**src/rtl/spi_tgt_pkg.sv**
```systemverilog
package spi_tgt_pkg;

    typedef enum logic [1:0] {
        ST_IDLE  = 2'd0,
        ST_ARM   = 2'd1,
        ST_SHIFT = 2'd2
    } eng_state_t;

    typedef struct packed {
        logic lead;
        logic samp;
    } sck_evt_t;

endpackage

```
**src/rtl/spi_tgt_sync.sv**
```systemverilog
module spi_tgt_sync #(
    parameter int          N      = 3,
    parameter int          STAGES = 2,
    parameter logic [N-1:0] RST_VAL = '0
) (
    input  logic         clk,
    input  logic         rst_n,
    input  logic [N-1:0] din,
    output logic [N-1:0] dout
);

    for (genvar b = 0; b < N; b++) begin : g_bit
        logic [STAGES-1:0] chain;

        always_ff @(posedge clk or negedge rst_n) begin
            if (!rst_n) begin
                chain <= {STAGES{RST_VAL[b]}};
            end else begin
                chain <= {chain[STAGES-2:0], din[b]};
            end
        end

        assign dout[b] = chain[STAGES-1];
    end

endmodule

```
**src/rtl/spi_tgt_edge.sv**
```systemverilog
module spi_tgt_edge
    import spi_tgt_pkg::*;
(
    input  logic     clk,
    input  logic     rst_n,
    input  logic     sck_s,
    input  logic     cpol,
    input  logic     cpha,
    output sck_evt_t evt
);

    logic sck_q;
    logic rise;
    logic fall;
    logic trail;

    always_ff @(posedge clk or negedge rst_n) begin
        if (!rst_n) begin
            sck_q <= 1'b0;
        end else begin
            sck_q <= sck_s;
        end
    end

    always_comb begin
        rise     = sck_s & ~sck_q;
        fall     = ~sck_s & sck_q;
        evt.lead = cpol ? fall : rise;
        trail    = cpol ? rise : fall;
        evt.samp = cpha ? trail : evt.lead;
    end

    // Two edges in consecutive cycles would mean SCK is faster than the synchronizer can follow
    AST_EDGE_SPACING: assert property (@(posedge clk) disable iff (!rst_n)
        (rise || fall) |=> !(rise || fall));

endmodule

```
**src/rtl/spi_tgt_engine.sv**
```systemverilog
module spi_tgt_engine
    import spi_tgt_pkg::*;
#(
    parameter int DATA_W = 16
) (
    input  logic              clk,
    input  logic              rst_n,
    input  logic              cs_n_s,
    input  logic              mosi_s,
    input  sck_evt_t          evt,
    input  logic              lsb_first,
    input  logic              frame16,
    input  logic [DATA_W-1:0] tx_hold,
    input  logic              tx_empty,
    output logic              load_o,
    output logic              miso_o,
    output logic              miso_oe_o,
    output logic              rx_valid_o,
    output logic [DATA_W-1:0] rx_word_o
);

    localparam int NARROW_W = DATA_W / 2;
    localparam int CNT_W    = $clog2(DATA_W);

    eng_state_t        state;
    eng_state_t        state_nx;
    logic [CNT_W-1:0]  cnt;
    logic [CNT_W-1:0]  last_idx;
    logic [CNT_W-1:0]  cur_pos;
    logic [CNT_W-1:0]  first_pos;
    logic [DATA_W-1:0] tx_word;
    logic [DATA_W-1:0] preview;
    logic [DATA_W-1:0] rx_sh;
    logic [DATA_W-1:0] rx_merged;
    logic              sample;

    assign last_idx  = frame16 ? CNT_W'(DATA_W - 1) : CNT_W'(NARROW_W - 1);
    assign cur_pos   = lsb_first ? cnt : (last_idx - cnt);
    assign first_pos = lsb_first ? '0 : last_idx;
    assign preview   = tx_empty ? tx_word : tx_hold;

    assign load_o = (state == ST_ARM) && !cs_n_s && evt.lead;
    assign sample = !cs_n_s && evt.samp && ((state == ST_SHIFT) || load_o);

    always_comb begin
        rx_merged          = (cnt == '0) ? '0 : rx_sh;
        rx_merged[cur_pos] = mosi_s;
    end

    // Next-state decision
    always_comb begin
        state_nx = state;
        unique case (state)
            ST_IDLE:  if (!cs_n_s) state_nx = ST_ARM;
            ST_ARM: begin
                if (cs_n_s)        state_nx = ST_IDLE;
                else if (evt.lead) state_nx = ST_SHIFT;
            end
            ST_SHIFT: begin
                if (cs_n_s)                             state_nx = ST_IDLE;
                else if (evt.samp && cnt == last_idx)   state_nx = ST_ARM;
            end
            default:  state_nx = ST_IDLE;
        endcase
    end

    // State register
    always_ff @(posedge clk or negedge rst_n) begin
        if (!rst_n) begin
            state <= ST_IDLE;
        end else begin
            state <= state_nx;
        end
    end

    // Outputs per state
    always_comb begin
        miso_oe_o = 1'b0;
        miso_o    = 1'b0;
        unique case (state)
            ST_IDLE: begin
                miso_oe_o = 1'b0;
            end
            ST_ARM: begin
                miso_oe_o = 1'b1;
                miso_o    = preview[first_pos];
            end
            ST_SHIFT: begin
                miso_oe_o = 1'b1;
                miso_o    = tx_word[cur_pos];
            end
            default: begin
                miso_oe_o = 1'b0;
            end
        endcase
    end

    // Frame datapath
    always_ff @(posedge clk or negedge rst_n) begin
        if (!rst_n) begin
            cnt        <= '0;
            tx_word    <= '0;
            rx_sh      <= '0;
            rx_word_o  <= '0;
            rx_valid_o <= 1'b0;
        end else begin
            rx_valid_o <= 1'b0;
            if (load_o) begin
                tx_word <= preview;
            end
            if (sample) begin
                rx_sh <= rx_merged;
                if (cnt == last_idx) begin
                    cnt        <= '0;
                    rx_word_o  <= rx_merged;
                    rx_valid_o <= 1'b1;
                end else begin
                    cnt <= cnt + 1'b1;
                end
            end
            if (cs_n_s) begin
                cnt <= '0;
            end
        end
    end

    AST_DESELECT_IDLE: assert property (@(posedge clk) disable iff (!rst_n)
        cs_n_s |=> (state == ST_IDLE));

    AST_CNT_BOUND: assert property (@(posedge clk) disable iff (!rst_n)
        (state != ST_IDLE) |-> (cnt <= last_idx));

    AST_NO_WORD_WHILE_IDLE: assert property (@(posedge clk) disable iff (!rst_n)
        (state == ST_IDLE) |=> !rx_valid_o);

endmodule

```
**src/rtl/spi_tgt_hostbuf.sv**
```systemverilog
module spi_tgt_hostbuf #(
    parameter int DATA_W = 16
) (
    input  logic              clk,
    input  logic              rst_n,
    input  logic              wr_en,
    input  logic [DATA_W-1:0] wr_data,
    input  logic              rd_en,
    input  logic              load,
    input  logic              rx_valid,
    input  logic [DATA_W-1:0] rx_word,
    output logic [DATA_W-1:0] tx_hold,
    output logic              tx_empty,
    output logic [DATA_W-1:0] rx_hold,
    output logic              rx_full,
    output logic              overrun,
    output logic              underrun
);

    logic wr_take;

    assign wr_take = wr_en && tx_empty;

    always_ff @(posedge clk or negedge rst_n) begin
        if (!rst_n) begin
            tx_hold  <= '0;
            tx_empty <= 1'b1;
            underrun <= 1'b0;
        end else begin
            if (wr_take) begin
                tx_hold  <= wr_data;
                tx_empty <= 1'b0;
                underrun <= 1'b0;
            end
            if (load) begin
                if (tx_empty) begin
                    underrun <= 1'b1;
                end else begin
                    tx_empty <= 1'b1;
                end
            end
        end
    end

    always_ff @(posedge clk or negedge rst_n) begin
        if (!rst_n) begin
            rx_hold <= '0;
            rx_full <= 1'b0;
            overrun <= 1'b0;
        end else begin
            if (rd_en) begin
                rx_full <= 1'b0;
                overrun <= 1'b0;
            end
            if (rx_valid) begin
                if (rx_full && !rd_en) begin
                    overrun <= 1'b1;
                end else begin
                    rx_hold <= rx_word;
                    rx_full <= 1'b1;
                end
            end
        end
    end

    AST_TXE_ON_LOAD: assert property (@(posedge clk) disable iff (!rst_n)
        (load && !wr_en) |=> tx_empty);

    AST_WR_DROPPED_FULL: assert property (@(posedge clk) disable iff (!rst_n)
        (wr_en && !tx_empty) |=> $stable(tx_hold));

    AST_RXNE_ON_DONE: assert property (@(posedge clk) disable iff (!rst_n)
        rx_valid |=> rx_full);

    AST_READ_CLEARS: assert property (@(posedge clk) disable iff (!rst_n)
        (rd_en && !rx_valid) |=> (!rx_full && !overrun));

    AST_OVR_KEEPS_OLD: assert property (@(posedge clk) disable iff (!rst_n)
        (rx_valid && rx_full && !rd_en) |=> (overrun && $stable(rx_hold)));

    AST_UDR_ON_EMPTY_LOAD: assert property (@(posedge clk) disable iff (!rst_n)
        (load && tx_empty) |=> underrun);

endmodule

```
**src/rtl/spi_tgt_buffered.sv**
```systemverilog
module spi_tgt_buffered
    import spi_tgt_pkg::*;
#(
    parameter int DATA_W      = 16,
    parameter int SYNC_STAGES = 2
) (
    input  logic              clk,
    input  logic              rst_n,
    input  logic              sck_i,
    input  logic              cs_n_i,
    input  logic              mosi_i,
    output logic              miso_o,
    output logic              miso_oe_o,
    input  logic              cfg_cpol,
    input  logic              cfg_cpha,
    input  logic              cfg_lsb_first,
    input  logic              cfg_frame16,
    input  logic              wr_en,
    input  logic [DATA_W-1:0] wr_data,
    input  logic              rd_en,
    output logic [DATA_W-1:0] rd_data,
    output logic              tx_empty_o,
    output logic              rx_full_o,
    output logic              overrun_o,
    output logic              underrun_o,
    output logic              irq_o
);

    logic [2:0]        pins_s;
    sck_evt_t          evt;
    logic              load;
    logic              rx_valid;
    logic [DATA_W-1:0] rx_word;
    logic [DATA_W-1:0] tx_hold;

    // bit 2: sck, bit 1: select (idle high), bit 0: data in
    spi_tgt_sync #(
        .N       (3),
        .STAGES  (SYNC_STAGES),
        .RST_VAL (3'b010)
    ) u_sync (
        .clk   (clk),
        .rst_n (rst_n),
        .din   ({sck_i, cs_n_i, mosi_i}),
        .dout  (pins_s)
    );

    spi_tgt_edge u_edge (
        .clk   (clk),
        .rst_n (rst_n),
        .sck_s (pins_s[2]),
        .cpol  (cfg_cpol),
        .cpha  (cfg_cpha),
        .evt   (evt)
    );

    spi_tgt_engine #(
        .DATA_W (DATA_W)
    ) u_engine (
        .clk        (clk),
        .rst_n      (rst_n),
        .cs_n_s     (pins_s[1]),
        .mosi_s     (pins_s[0]),
        .evt        (evt),
        .lsb_first  (cfg_lsb_first),
        .frame16    (cfg_frame16),
        .tx_hold    (tx_hold),
        .tx_empty   (tx_empty_o),
        .load_o     (load),
        .miso_o     (miso_o),
        .miso_oe_o  (miso_oe_o),
        .rx_valid_o (rx_valid),
        .rx_word_o  (rx_word)
    );

    spi_tgt_hostbuf #(
        .DATA_W (DATA_W)
    ) u_hostbuf (
        .clk      (clk),
        .rst_n    (rst_n),
        .wr_en    (wr_en),
        .wr_data  (wr_data),
        .rd_en    (rd_en),
        .load     (load),
        .rx_valid (rx_valid),
        .rx_word  (rx_word),
        .tx_hold  (tx_hold),
        .tx_empty (tx_empty_o),
        .rx_hold  (rd_data),
        .rx_full  (rx_full_o),
        .overrun  (overrun_o),
        .underrun (underrun_o)
    );

    assign irq_o = rx_full_o | overrun_o | underrun_o;

endmodule

```
**config.mk**
```make
export PLATFORM = sky130hd
export DESIGN_NAME = spi_tgt_buffered
export DESIGN_NICKNAME = d
export VERILOG_FILES = /design/src/rtl/spi_tgt_pkg.sv /design/src/rtl/spi_tgt_sync.sv /design/src/rtl/spi_tgt_edge.sv /design/src/rtl/spi_tgt_engine.sv /design/src/rtl/spi_tgt_hostbuf.sv /design/src/rtl/spi_tgt_buffered.sv
export SDC_FILE = /design/constraint.sdc
export NUM_CORES = 1
export LEC_CHECK = 0
export BUFFER_PORTS_ARGS = -buffer_cell sky130_fd_sc_hd__clkbuf_2
export CAP_MARGIN = 20
export CORE_MARGIN = 2
export CORE_UTILIZATION = 48
export DETAILED_ROUTE_END_ITERATION = 10
export GPL_ROUTABILITY_DRIVEN = 0
export PLACE_DENSITY = 0.67
export REMOVE_ABC_BUFFERS = 1
export SYNTH_ARGS = -nofsm -noshare
export SYNTH_HDL_FRONTEND = slang
export SYNTH_SLANG_ARGS = --single-unit
```
**constraint.sdc**
```tcl
create_clock -name clk -period 5.5 [get_ports clk]
set_clock_uncertainty 0.15 [all_clocks]
set_input_delay 0.275 -clock clk [delete_from_list [all_inputs] [get_ports clk]]
set_output_delay 0.275 -clock clk [all_outputs]
set_load 0.01 [all_outputs]
```
---- Yosys cells after proc, flatten, opt, wreduce, memory -nomap -nowiden ----
Cells that the tools add are included.
cells by class
  add/sub/neg operators ................... 2
  multipliers ............................. 0
  div/mod/pow operators ................... 0
  $lt $le $gt $ge ......................... 3
  equality and inequality tests ........... 6
  shift operators ......................... 0
  muxes and demuxes ....................... 40
  bitwise gates (word level) .............. 7
  reductions and logical operators ........ 18
operator list
  kind                                                        number
  two-way mux 16 bit                                          2
  two-way mux 4 bit                                           6
  two-way mux 1 bit                                           21
  bitwise mux 16 bit                                          1
  less-than comparator 4 x 5 -> 1 bit, second input constant  2
  two-way mux 2 bit                                           5
  binary-select mux 1 bit (select 4 bit)                      2
  logical AND 1 bit                                           8
  case mux 2 bit (3 select lines)                             1
  adder 4 x 1 -> 4 bit, second input constant                 1
  demux 1 bit (select 4 bit)                                  1
  equality test 4 bit                                         1
  >= comparator 4 x 1 -> 1 bit, second input constant         1
  logical NOT 4 bit                                           1
  AND reduction 2 bit                                         2
  subtractor 4 bit                                            1
  inequality test 3 x 2 -> 1 bit, second input constant       1
  inequality test 3 bit, second input constant                1
  NOT 1 bit                                                   3
  AND reduction 3 bit                                         1
  bitwise AND 1 bit                                           2
  equality test 2 x 1 -> 1 bit, second input constant         1
  equality test 2 bit, second input constant                  1
  logical NOT 1 bit                                           2
  other kinds (7)                                             8
word-level totals
  flip-flop bits (word level) ............. 98
  bits in latches ......................... 0
  bits in writable memories ............... 0
  bits in read-only memories .............. 0
  input bits .............................. 27
  output and inout bits ................... 23
  word-level logic and storage cells ...... 92
  memories kept ........................... 0

---- Logic depth before layout (Yosys ltp) ----
Gate-level depths: netlist (run 1).
  depth after elaboration ................. 8
  mapped depth ............................ 9
  mapped depth without buffers ............ 7

---- Modules after synthesis ----
A second synthesis (run 1) with hierarchy kept.
second synthesis, totals
  cells, all modules ...................... 382
  area total of the unflattened synthesis .. 4748.3 um2
modules (own cells, without submodules)
  module            instances  cells an instance  area an instance (um2)  seq. area each (um2)
  spi_tgt_engine    1          287                3060.4                  1376.3
  spi_tgt_hostbuf   1          79                 1440.1                  902.1
  spi_tgt_sync      1          9                  175.2                   152.6
  spi_tgt_edge      1          6                  66.3                    25.0
  spi_tgt_buffered  1          1                  6.3                     0.0

---- Worst setup path after synthesis (run 1) ----
No wires, ideal clock.
  kind .................................... reg2out
  from .................................... reg u_engine.cnt[0]
  to ...................................... out miso_o
  data arrival time ....................... 1808 ps
  data required time ...................... 5075 ps
  path slack .............................. 3267 ps
  cell stages (with the launch flop) ...... 7
  path buffers ............................ 2
  cells stage by stage .................... dfrtp_1 buf_2 buf_2 mux2i_1 mux4_2 a221oi_1 a32o_1
between the ends
  cells in the longest elaborated chain, start to end .. 5
RTL lines
  item                                         RTL line                RTL
  start, declared                              spi_tgt_engine.sv:27    logic [CNT_W-1:0] cnt;
  start signal, assigned                       spi_tgt_engine.sv:118   cnt <= cnt + 1'b1;
  subtractor 4 bit                             spi_tgt_engine.sv:38    assign cur_pos = lsb_first ? cnt : (last_idx - cnt);
  two-way mux 4 bit (*)                        spi_tgt_engine.sv:38
  binary-select mux 1 bit (select 4 bit) (*)   spi_tgt_engine.sv:90    miso_o = tx_word[cur_pos];
  two-way mux 1 bit (not written as such) (*)  spi_tgt_engine.sv:90
  case mux 1 bit (2 select lines) (*)          spi_tgt_engine.sv:80    unique case (state)
  end, declared                                spi_tgt_buffered.sv:12  output logic miso_o,
Every way passes the cells marked *; elsewhere a longest branch is shown, timed or not. The select of a mux whose other input is x is not followed.

---- Final worst setup path (run 1) ----
Same ends and word-level chain as after synthesis.

==> results of run 1 <==
[worst reg2reg max path, stage by stage, from the launching register on]
cell and delay (ps):
sky130_fd_sc_hd__dfrtp_1 410, sky130_fd_sc_hd__or3b_1 400, sky130_fd_sc_hd__a21o_1 270, sky130_fd_sc_hd__a211o_1 710
sky130_fd_sc_hd__or4b_1 640, sky130_fd_sc_hd__a21oi_1 130
[metal layers]
metal  part of all wire, %  track usage [%]  vias up
li1                      -                -     1509
met1                    48             25.2     1515
met2                    48             27.9       52
met3                   3.1             3.93       10
met4                   1.2             5.72        0
met5                     0                0        -
[flip-flops by register name, summed over array words and instances (netlist names), 2 cells and up]
| signal | cells |
|---|---|
| u_engine.rx_sh | 16 |
| u_engine.rx_word_o | 16 |
| u_engine.tx_word | 16 |
| u_hostbuf.rx_hold | 16 |
| u_hostbuf.tx_hold | 16 |
| u_sync.g_bit.chain | 6 |
| u_engine.cnt | 4 |
| u_engine.state | 2 |
[stage by stage]
stage / hold slack, ps / utilization (%) / total power [mW] / std cells / setup WS, ps
6_report: 144 / 57.7 / 1.78 / 586 / 2440
3_5_place_dp: 120 / 53.1 / 1.31 / 548 / 2720
4_1_cts: 0.574 / 57.6 / 1.80 / 585 / 2420
5_1_grt: 151 / 57.7 / 1.89 / 586 / 2280
3_3_place_gp: 123 / 53.1 / 1.29 / 548 / 2790
2_1_floorplan: -171 / - / 1.19 / 367 / 2890
[power groups by stage]
stage	Clock, mW	Sequential [mW]	Combinational (mW)
final	0.471	0.956	0.351
after global routing	0.520	0.976	0.390
after CTS	0.487	0.957	0.354
after detailed placement	0	0.971	0.342
after global placement	0	0.963	0.326
after floorplan	0	0.929	0.260
[area by class of cell]
cell class	count	area [um2]	area share, %
Sequential cell	98	2460	46.1
Clock inverter	6	65.1	1.22
Multi-Input combinational cell	261	1990	37.3
Clock buffer	10	138	2.58
Tap cell	129	161	3.03
Timing Repair Buffer	74	490	9.20
Inverter	8	30.0	0.563
[cells by family after synthesis]
logic type               count (synthesis)
XOR/XNOR                                 2
adder cells (fa/ha/maj)                  6
multiplexers                            74
AO/OA/AOI/OAI                           78
buffers and inverters                   30
flip-flops                              98
AND/OR/NAND/NOR                        101
[worst paths after layout]
check / start / endpoint / slack [ps] / depth (start not counted)
worst max-delay path: u_engine.cnt[0]$_DFFE_PN0P_ / miso_o / 2440 / 6
worst min-delay path: cfg_frame16 / u_engine.cnt[3]$_DFFE_PN0P_ / 140 / 3
worst max register to register: u_edge.sck_q$_DFF_PN0_ / u_engine.cnt[3]$_DFFE_PN0P_ / 2710 / 5
worst min register to register: u_sync.g_bit[0].chain[0]$_DFF_PN0_ / u_sync.g_bit[0].chain[1]$_DFF_PN0_ / 210 / 0
max in group asynchronous: rst_n / u_engine.rx_sh[14]$_DFFE_PN0P_ / 3820 / 3
min in group asynchronous: rst_n / u_hostbuf.tx_hold[11]$_DFFE_PN0P_ / 250 / 2
[timing repair]
action	in CTS	in global routing
endpoints found under the hold margin	58	1
hold buffers	21	1
gates resized for setup	0	0
[cell usage in the layout, fill, tap and decap left out, types with 3 or more instances in the layout]
cell type                       synthesis  routed
sky130_fd_sc_hd__mux2i_1               18      18
sky130_fd_sc_hd__a21oi_1               26      26
sky130_fd_sc_hd__nand2b_1              13      13
sky130_fd_sc_hd__o21ai_0               25      25
sky130_fd_sc_hd__clkbuf_2               0      48
sky130_fd_sc_hd__buf_4                  2       4
sky130_fd_sc_hd__nor2b_1               12      12
sky130_fd_sc_hd__clkbuf_8               0      10
sky130_fd_sc_hd__mux4_2                 8       8
sky130_fd_sc_hd__nand3b_1               5       5
sky130_fd_sc_hd__ha_1                   6       6
sky130_fd_sc_hd__mux2_2                48      48
sky130_fd_sc_hd__nor3b_1                3       3
sky130_fd_sc_hd__inv_1                  7       7
sky130_fd_sc_hd__nand2_1               25      25
sky130_fd_sc_hd__o21ai_1                3       3
sky130_fd_sc_hd__a31oi_1                9       9
sky130_fd_sc_hd__nor2_1                27      27
sky130_fd_sc_hd__dfrtp_1               95      95
sky130_fd_sc_hd__dfstp_2                3       3
sky130_fd_sc_hd__dlygate4sd3_1          0      22
==> summary.md, run 1 <==
| Metric | Value |
|---|---|
| Run status | `complete, no violations` |
| Area of the die | `10300 um2` |
| Count of input and output buffers | `49` |
| Syn Std Cell Area | `4570 um2` |
| GRT overflow | `0` |
| Top Family by Delay on Critical Path | `flip-flops` |
| # nets final | `485` |
| Area share of the largest cell type after synthesis | `52.0%` |
| Largest net degree at the start of global routing | `61` |
| Worst setup EP type | `output pin` |
| Max-slew headroom at the worst pin | `31.9%` |
| Clock Path Buffers | `2` |
| Syn_area_per_cell | `11.8 um2` |
| Post-synthesis share of cell area spent on and, or, nand and nor gates | `11.5%` |
| Internal power | `1.29 mW` |
| Combinational family with the most area after synthesis | `multiplexers` |
| Post-route DRC violation count | `0` |
| Sink count of the clock tree | `98` |
| Wire length per cell after detailed routing | `14.4 um` |
| Iteration count of the initial detailed-routing pass | `4` |
| Type of element launching the critical path | `register` |
| Post-synthesis sequential element count | `98` |
| Part of the total power dissipated in the clock network | `26.5%` |
| Compound-Gate Fraction of Synth Area | `10.3%` |
| Htree depth | `3` |
| Remaining number of nets flagged by the antenna check after routing | `0` |
| Maximum clock frequency | `0.326 GHz` |
| Crit path buf inv count | `1` |
| Adder and majority gate portion of the synthesized area | `1.64%` |
| Final Hold Violating Endpoints | `0` |
| Share of final-layout standard cells stronger than drive strength 1 | `28.7%` |
| Total via count after detailed routing | `3086` |
| Switching power as a share of total power | `27.5%` |
| Async set-or-reset flop fraction in the synthesized netlist | `100%` |
| Category of the most critical setup path | `register to output pin` |
| Minimum clock period | `3060 ps` |
| Clock tree from TritonCTS | `built` |
| Slew Viols, Final | `0` |
| NetSw | `0.489 mW` |
| Power Density | `333 nW/um2` |
| Critical path's largest stage delay | `860 ps` |
| Synth cell types | `49` |
| Initial detailed-routing violation count | `143` |
| Leading cell types by count after synthesis | `sky130_fd_sc_hd__dfrtp_1 (95), sky130_fd_sc_hd__mux2_2 (48), sky130_fd_sc_hd__nor2_1 (27)` |
| Final clock period utilization by the worst path | `55.7%` |
| Overall routed net length | `8430 um` |
| Cell types with the largest area share after synthesis | `sky130_fd_sc_hd__dfrtp_1 (52%), sky130_fd_sc_hd__mux2_2 (12%), sky130_fd_sc_hd__mux2i_1 (3.9%), sky130_fd_sc_hd__mux4_2 (3.9%), sky130_fd_sc_hd__a21oi_1 (2.8%)` |
| DP Area | `4910 um2` |
| Inserted Clock Buffers | `9` |
| EDFF count, synth | `0` |
| Half-perimeter wire length after detailed placement | `5720 um` |
| Synth Area in XOR/XNOR | `0.383%` |
| Number of instances in the synthesized netlist | `389` |
| Combined global-route utilization of all metal layers | `17.9%` |
| Setup tns final | `0 ps` |
| Required arrival time at the worst endpoint | `5080 ps` |
| DIE WIDTH | `102 um` |
| Inserted Diodes | `0` |
| CP cell instances | `mux4_2, and2_1, a211oi_1, a31oi_1, a32o_1, clkbuf_2` |
| VDD IR max | `0.216 mV` |
| I/O pin cnt | `50` |
| Share of power burned in combinational logic | `19.7%` |
| Post-synthesis mux area share | `19.7%` |
| Number of maximum-capacitance violations | `0` |
| Clock slew at the register clock pins of the worst setup and hold paths | `90 ps` |
| Cell type of the slowest stage on the worst timing path | `sky130_fd_sc_hd__dfrtp_1` |
| Detail-routed via count per cell | `5.27` |
| Area Overhead vs Synth | `16.6%` |
| Finished Cell Area | `5330 um2` |
| Clock insertion delay at the later pin of the skew report | `360 ps` |
| Most common cell in the synthesized netlist | `sky130_fd_sc_hd__dfrtp_1` |
| Yosys warns | `0` |
| Highest fanout seen on the critical path | `21` |
| Most used flip-flop cell after synthesis | `sky130_fd_sc_hd__dfrtp_1` |
| Post-CTS setup buffers | `0` |
| Path class of the lowest-slack min-delay path | `input port to register` |
| Starting density of the core | `49.5%` |
| Number of failing setup endpoints in the final timing report | `0` |
| CTS Root Cell | `sky130_fd_sc_hd__clkbuf_8` |
| Share of power burned in registers | `53.8%` |
| Via count of the first global-routing pass | `3037` |
| Sequential element share of the synthesized area | `53.7%` |
| Filler instances | `803` |
| Die height | `102 um` |
| Antenna violations before repair | `0` |
| Arrival @ worst endpoint | `2640 ps` |
| Core Footprint | `9240 um2` |
| Worst Max-Slew Pin Slew | `1020 ps` |
| Number of cell rows | `35` |
| Leakage Power | `2.41 nW` |
| Global-route wire length before repair | `14600 um` |
| Setup repair after global routing missed its margin | `no` |
| Yosys top cell by area | `sky130_fd_sc_hd__dfrtp_1` |
Note: power is estimated with default switching activity, not from simulation.
==> run 2: changes to the inputs <==
--- a/config.mk
+++ b/config.mk
@@ -5,6 +5,7 @@
 export SDC_FILE = /design/constraint.sdc
 export NUM_CORES = 1
 export LEC_CHECK = 0
+export ABC_AREA = 1
 export BUFFER_PORTS_ARGS = -buffer_cell sky130_fd_sc_hd__clkbuf_2
 export CAP_MARGIN = 20
 export CORE_MARGIN = 2
==> constraint.sdc (replaced) <==
create_clock -name clk -period 3 [get_ports clk]
set_clock_uncertainty 0.15 [all_clocks]
set_input_delay 0.15 -clock clk [delete_from_list [all_inputs] [get_ports clk]]
set_output_delay 0.15 -clock clk [all_outputs]
set_load 0.01 [all_outputs]
==> run 2 against run 1 <==
Against the previous run: sequential share of layout area up 1.2 points; power up 84%; die area down 2.1%; critical endpoint is now u_engine.rx_sh[4]$_DFFE_PN0P_; first-iteration DRC count down 17%; synthesized area down 2.2%.
==> summary.md, run 2 <==
| Metric | Value |
|---|---|
| Finished Cell Area | `5190 um2 (was 5330 um2)` |
| Final Hold Violating Endpoints | `0 (unchanged)` |
| Count of input and output buffers | `49 (unchanged)` |
| Post-synthesis sequential element count | `98 (unchanged)` |
| Clock insertion delay at the later pin of the skew report | `360 ps (about the same)` |
| Leakage Power | `2.63 nW (was 2.41 nW)` |
| Htree depth | `3 (unchanged)` |
| Detail-routed via count per cell | `4.99 (was 5.27)` |
| Total via count after detailed routing | `3476 (was 3086)` |
| Fin Hold WS | `106 ps (was 144 ps)` |
| Category of the most critical setup path | `register to register (was register to output pin)` |
| Minimum clock period | `2480 ps` |
| Leading cell types in the layout, fill and taps excluded | `sky130_fd_sc_hd__nand2_1 (164), sky130_fd_sc_hd__dfrtp_1 (95), sky130_fd_sc_hd__inv_1 (51), sky130_fd_sc_hd__clkbuf_2 (48) (was sky130_fd_sc_hd__dfrtp_1 (95), sky130_fd_sc_hd__mux2_2 (48), sky130_fd_sc_hd__clkbuf_2 (48), sky130_fd_sc_hd__nor2_1 (27), sky130_fd_sc_hd__a21oi_1 (26))` |
| Most common cell after layout, fill and taps aside | `sky130_fd_sc_hd__nand2_1 (was sky130_fd_sc_hd__dfrtp_1)` |
| Part of the total power dissipated in the clock network | `23.4% (was 26.5%)` |
| # nets final | `614 (was 485)` |
| Final setup margin | `522 ps (was 2440 ps)` |
| Number of cell rows | `35 (unchanged)` |
| Required arrival time at the worst endpoint | `3110 ps (was 5080 ps)` |
| Half-perimeter wire length after detailed placement | `5950 um (was 5720 um)` |
| GRT overflow | `0 (unchanged)` |
| Overall routed net length | `8640 um (was 8430 um)` |
| NetSw | `1.03 mW (was 0.489 mW)` |
| Leading cell types by count after synthesis | `sky130_fd_sc_hd__nand2_1 (164), sky130_fd_sc_hd__dfrtp_1 (95), sky130_fd_sc_hd__inv_1 (51) (was sky130_fd_sc_hd__dfrtp_1 (95), sky130_fd_sc_hd__mux2_2 (48), sky130_fd_sc_hd__nor2_1 (27))` |
| Yosys warns | `0 (unchanged)` |
| Clock tree from TritonCTS | `built (unchanged)` |
| Arrival @ worst endpoint | `2580 ps (was 2640 ps)` |
| Post-CTS setup buffers | `0 (unchanged)` |
| Setup repair after global routing missed its margin | `no (unchanged)` |
| Number of failing setup endpoints in the final timing report | `0 (unchanged)` |
| Type of element launching the critical path | `register (unchanged)` |
| Largest net degree at the start of global routing | `55 (was 61)` |
| Share of final-layout standard cells stronger than drive strength 1 | `18.6% (was 28.7%)` |
| Area Overhead vs Synth | `16.1% (was 16.6%)` |
| WL met2 | `4300 um (was 4050 um)` |
| Top routing layer in use | `met4 (unchanged)` |
| DR WL met3 | `226 um (was 260 um)` |
| Post-route non-filler standard cell count | `697 (was 586)` |
| Worst Max-Slew Pin Slew | `857 ps (was 1020 ps)` |
| Initial detailed-routing violation count | `119 (was 143)` |
| Sequential element share of the synthesized area | `54.9% (was 53.7%)` |
| Worst slack, placed | `540 ps (was 2720 ps)` |
| Number of maximum-capacitance violations | `0 (unchanged)` |
| Area share of the largest cell type after synthesis | `53.1% (was 52.0%)` |
| Die height | `101 um (was 102 um)` |
| Crit-path most repeated cell | `sky130_fd_sc_hd__nand2_1` |
| Utilization of the core after routing | `56.7% (was 57.7%)` |
| Starting density of the core | `48.9% (was 49.5%)` |
| EDFF count, synth | `0 (unchanged)` |
| CP cell instances | `inv_1, ha_1, inv_1, nor2_1, nand2_2, nand2_1, nand2_2, clkinv_1, nand2_1, nand2_1 (was mux4_2, and2_1, a211oi_1, a31oi_1, a32o_1, clkbuf_2)` |
| Critical path's largest stage delay | `560 ps (was 860 ps)` |
| Cell types with the largest area share after synthesis | `sky130_fd_sc_hd__dfrtp_1 (53%), sky130_fd_sc_hd__nand2_1 (14%), sky130_fd_sc_hd__inv_1 (4.3%), sky130_fd_sc_hd__mux2_2 (4.0%), sky130_fd_sc_hd__o21ai_0 (3.5%) (was sky130_fd_sc_hd__dfrtp_1 (52%), sky130_fd_sc_hd__mux2_2 (12%), sky130_fd_sc_hd__mux2i_1 (3.9%), sky130_fd_sc_hd__mux4_2 (3.9%), sky130_fd_sc_hd__a21oi_1 (2.8%))` |
| Core Footprint | `9150 um2 (was 9240 um2)` |
| Switching power as a share of total power | `31.4% (was 27.5%)` |
| Via count of the first global-routing pass | `3467 (was 3037)` |
| Most common cell in the synthesized netlist | `sky130_fd_sc_hd__nand2_1 (was sky130_fd_sc_hd__dfrtp_1)` |
| Sink count of the clock tree | `98 (unchanged)` |
| Power Density | `631 nW/um2 (was 333 nW/um2)` |
| Combined global-route utilization of all metal layers | `18.3% (was 17.9%)` |
| Most used flip-flop cell after synthesis | `sky130_fd_sc_hd__dfrtp_1 (unchanged)` |
| Iteration count of the initial detailed-routing pass | `5 (was 4)` |
| Number of instances in the synthesized netlist | `511 (was 389)` |
| Inserted Clock Buffers | `9 (unchanged)` |
| CTS Root Cell | `sky130_fd_sc_hd__clkbuf_8 (unchanged)` |
| DIE WIDTH | `101 um (was 102 um)` |
| Tot Pwr | `3.27 mW (was 1.78 mW)` |
| Global-route wire length before repair | `14900 um (was 14600 um)` |
| Final clock period utilization by the worst path | `82.6%` |
| DP Area | `4800 um2 (was 4910 um2)` |
| Antenna violations before repair | `0 (unchanged)` |
| Placed Cells | `659 (was 548)` |
| VDD IR max | `0.321 mV (was 0.216 mV)` |
| Worst setup EP type | `register (was output pin)` |
| Internal power | `2.25 mW (was 1.29 mW)` |
| I/O pin cnt | `50 (unchanged)` |
| Maximum clock frequency | `0.404 GHz` |
| Post-Route M1 WL | `3970 um (was 4010 um)` |
| Share of power burned in registers | `53.7% (was 53.8%)` |
| Slew Viols, Final | `0 (unchanged)` |
| Clock slew at the register clock pins of the worst setup and hold paths | `100 ps (was 90 ps)` |
| Path class of the lowest-slack min-delay path | `input port to register (unchanged)` |
| Syn_area_per_cell | `8.75 um2 (was 11.8 um2)` |
| Synth cell types | `32 (was 49)` |
| Cell type of the slowest stage on the worst timing path | `sky130_fd_sc_hd__clkinv_1 (was sky130_fd_sc_hd__dfrtp_1)` |
| Highest fanout seen on the critical path | `22 (was 21)` |
| Run status | `complete, no violations (unchanged)` |
| Syn Std Cell Area | `4470 um2 (was 4570 um2)` |
| Wire length per cell after detailed routing | `12.4 um (was 14.4 um)` |
| Inserted Diodes | `0 (unchanged)` |
| Remaining number of nets flagged by the antenna check after routing | `0 (unchanged)` |
| Max-slew headroom at the worst pin | `42.7% (was 31.9%)` |
| Setup tns final | `0 ps (unchanged)` |
| Area of the die | `10100 um2 (was 10300 um2)` |
| Clock Path Buffers | `2 (unchanged)` |
| Yosys top cell by area | `sky130_fd_sc_hd__dfrtp_1 (unchanged)` |
| Post-route DRC violation count | `0 (unchanged)` |
| Share of power burned in combinational logic | `22.9% (was 19.7%)` |
| Async set-or-reset flop fraction in the synthesized netlist | `100% (unchanged)` |
run 2: timing repair:
action / in CTS / in global routing
endpoints found under the hold margin: 74 / 0
gates resized for setup: 0 / 0
hold buffers: 22 / 0
run 2: cells by family after synthesis:
kind of cell    after synthesis  synth area share [%]
xor+xnor                      3                  1.18
simple gates                229                  21.5
mux                          17                  4.25
compound gates               85                  9.76
flops                        98                  54.9
buf+inv                      73                  6.69
fa+ha+maj                     6                  1.68
run 2: critical path: cells and delay by family, from the launching register on:
kind / cells / cell delay [ps]
buffers and inverters: 3 / 710
and+or+nand+nor: 6 / 900
adders and majority gates: 1 / 200
DFF: 1 / 400
run 2: power by group through the flow:
stage               sequential [mW]  combinational (mW)  clock (mW)
global route                   1.79               0.866       0.836
detailed placement             1.79               0.733           0
global placement               1.77               0.699           0
floorplan                      1.75               0.521           0
CTS                            1.76               0.759       0.782
finish                         1.76               0.749       0.767
run 2: final timing paths:
kind                                                     from                            endpoint  slack [ps]  cells past startpoint
min in group asynchronous                               rst_n    u_hostbuf.rx_hold[2]$_DFFE_PN0P_         210                      2
max                             u_engine.state[1]$_DFFE_PN0P_       u_engine.rx_sh[4]$_DFFE_PN0P_         520                     10
min                                               cfg_frame16       u_engine.rx_valid_o$_DFF_PN0_         110                      5
max reg2reg                     u_engine.state[1]$_DFFE_PN0P_       u_engine.rx_sh[4]$_DFFE_PN0P_         520                     10
min reg2reg                u_sync.g_bit[2].chain[0]$_DFF_PN0_  u_sync.g_bit[2].chain[1]$_DFF_PN0_         210                      0
max in group asynchronous                               rst_n        u_hostbuf.tx_empty$_DFF_PN1_        1660                      3
run 2: routing by layer:
layer,up-vias,track usage (%)
met5,-,0
met4,0,6.95
met3,12,2.84
met2,64,31.8
met1,1644,23.1
li1,1756,-
run 2: cell type report:
class,count,area [um2]
Fill cell,844,3960
Sequential cell,98,2460
Multi-Input combinational cell,340,1720
Timing Repair Buffer,74,490
Inverter,58,220
Tap cell,111,139
Clock buffer,10,128
Clock inverter,6,41.3
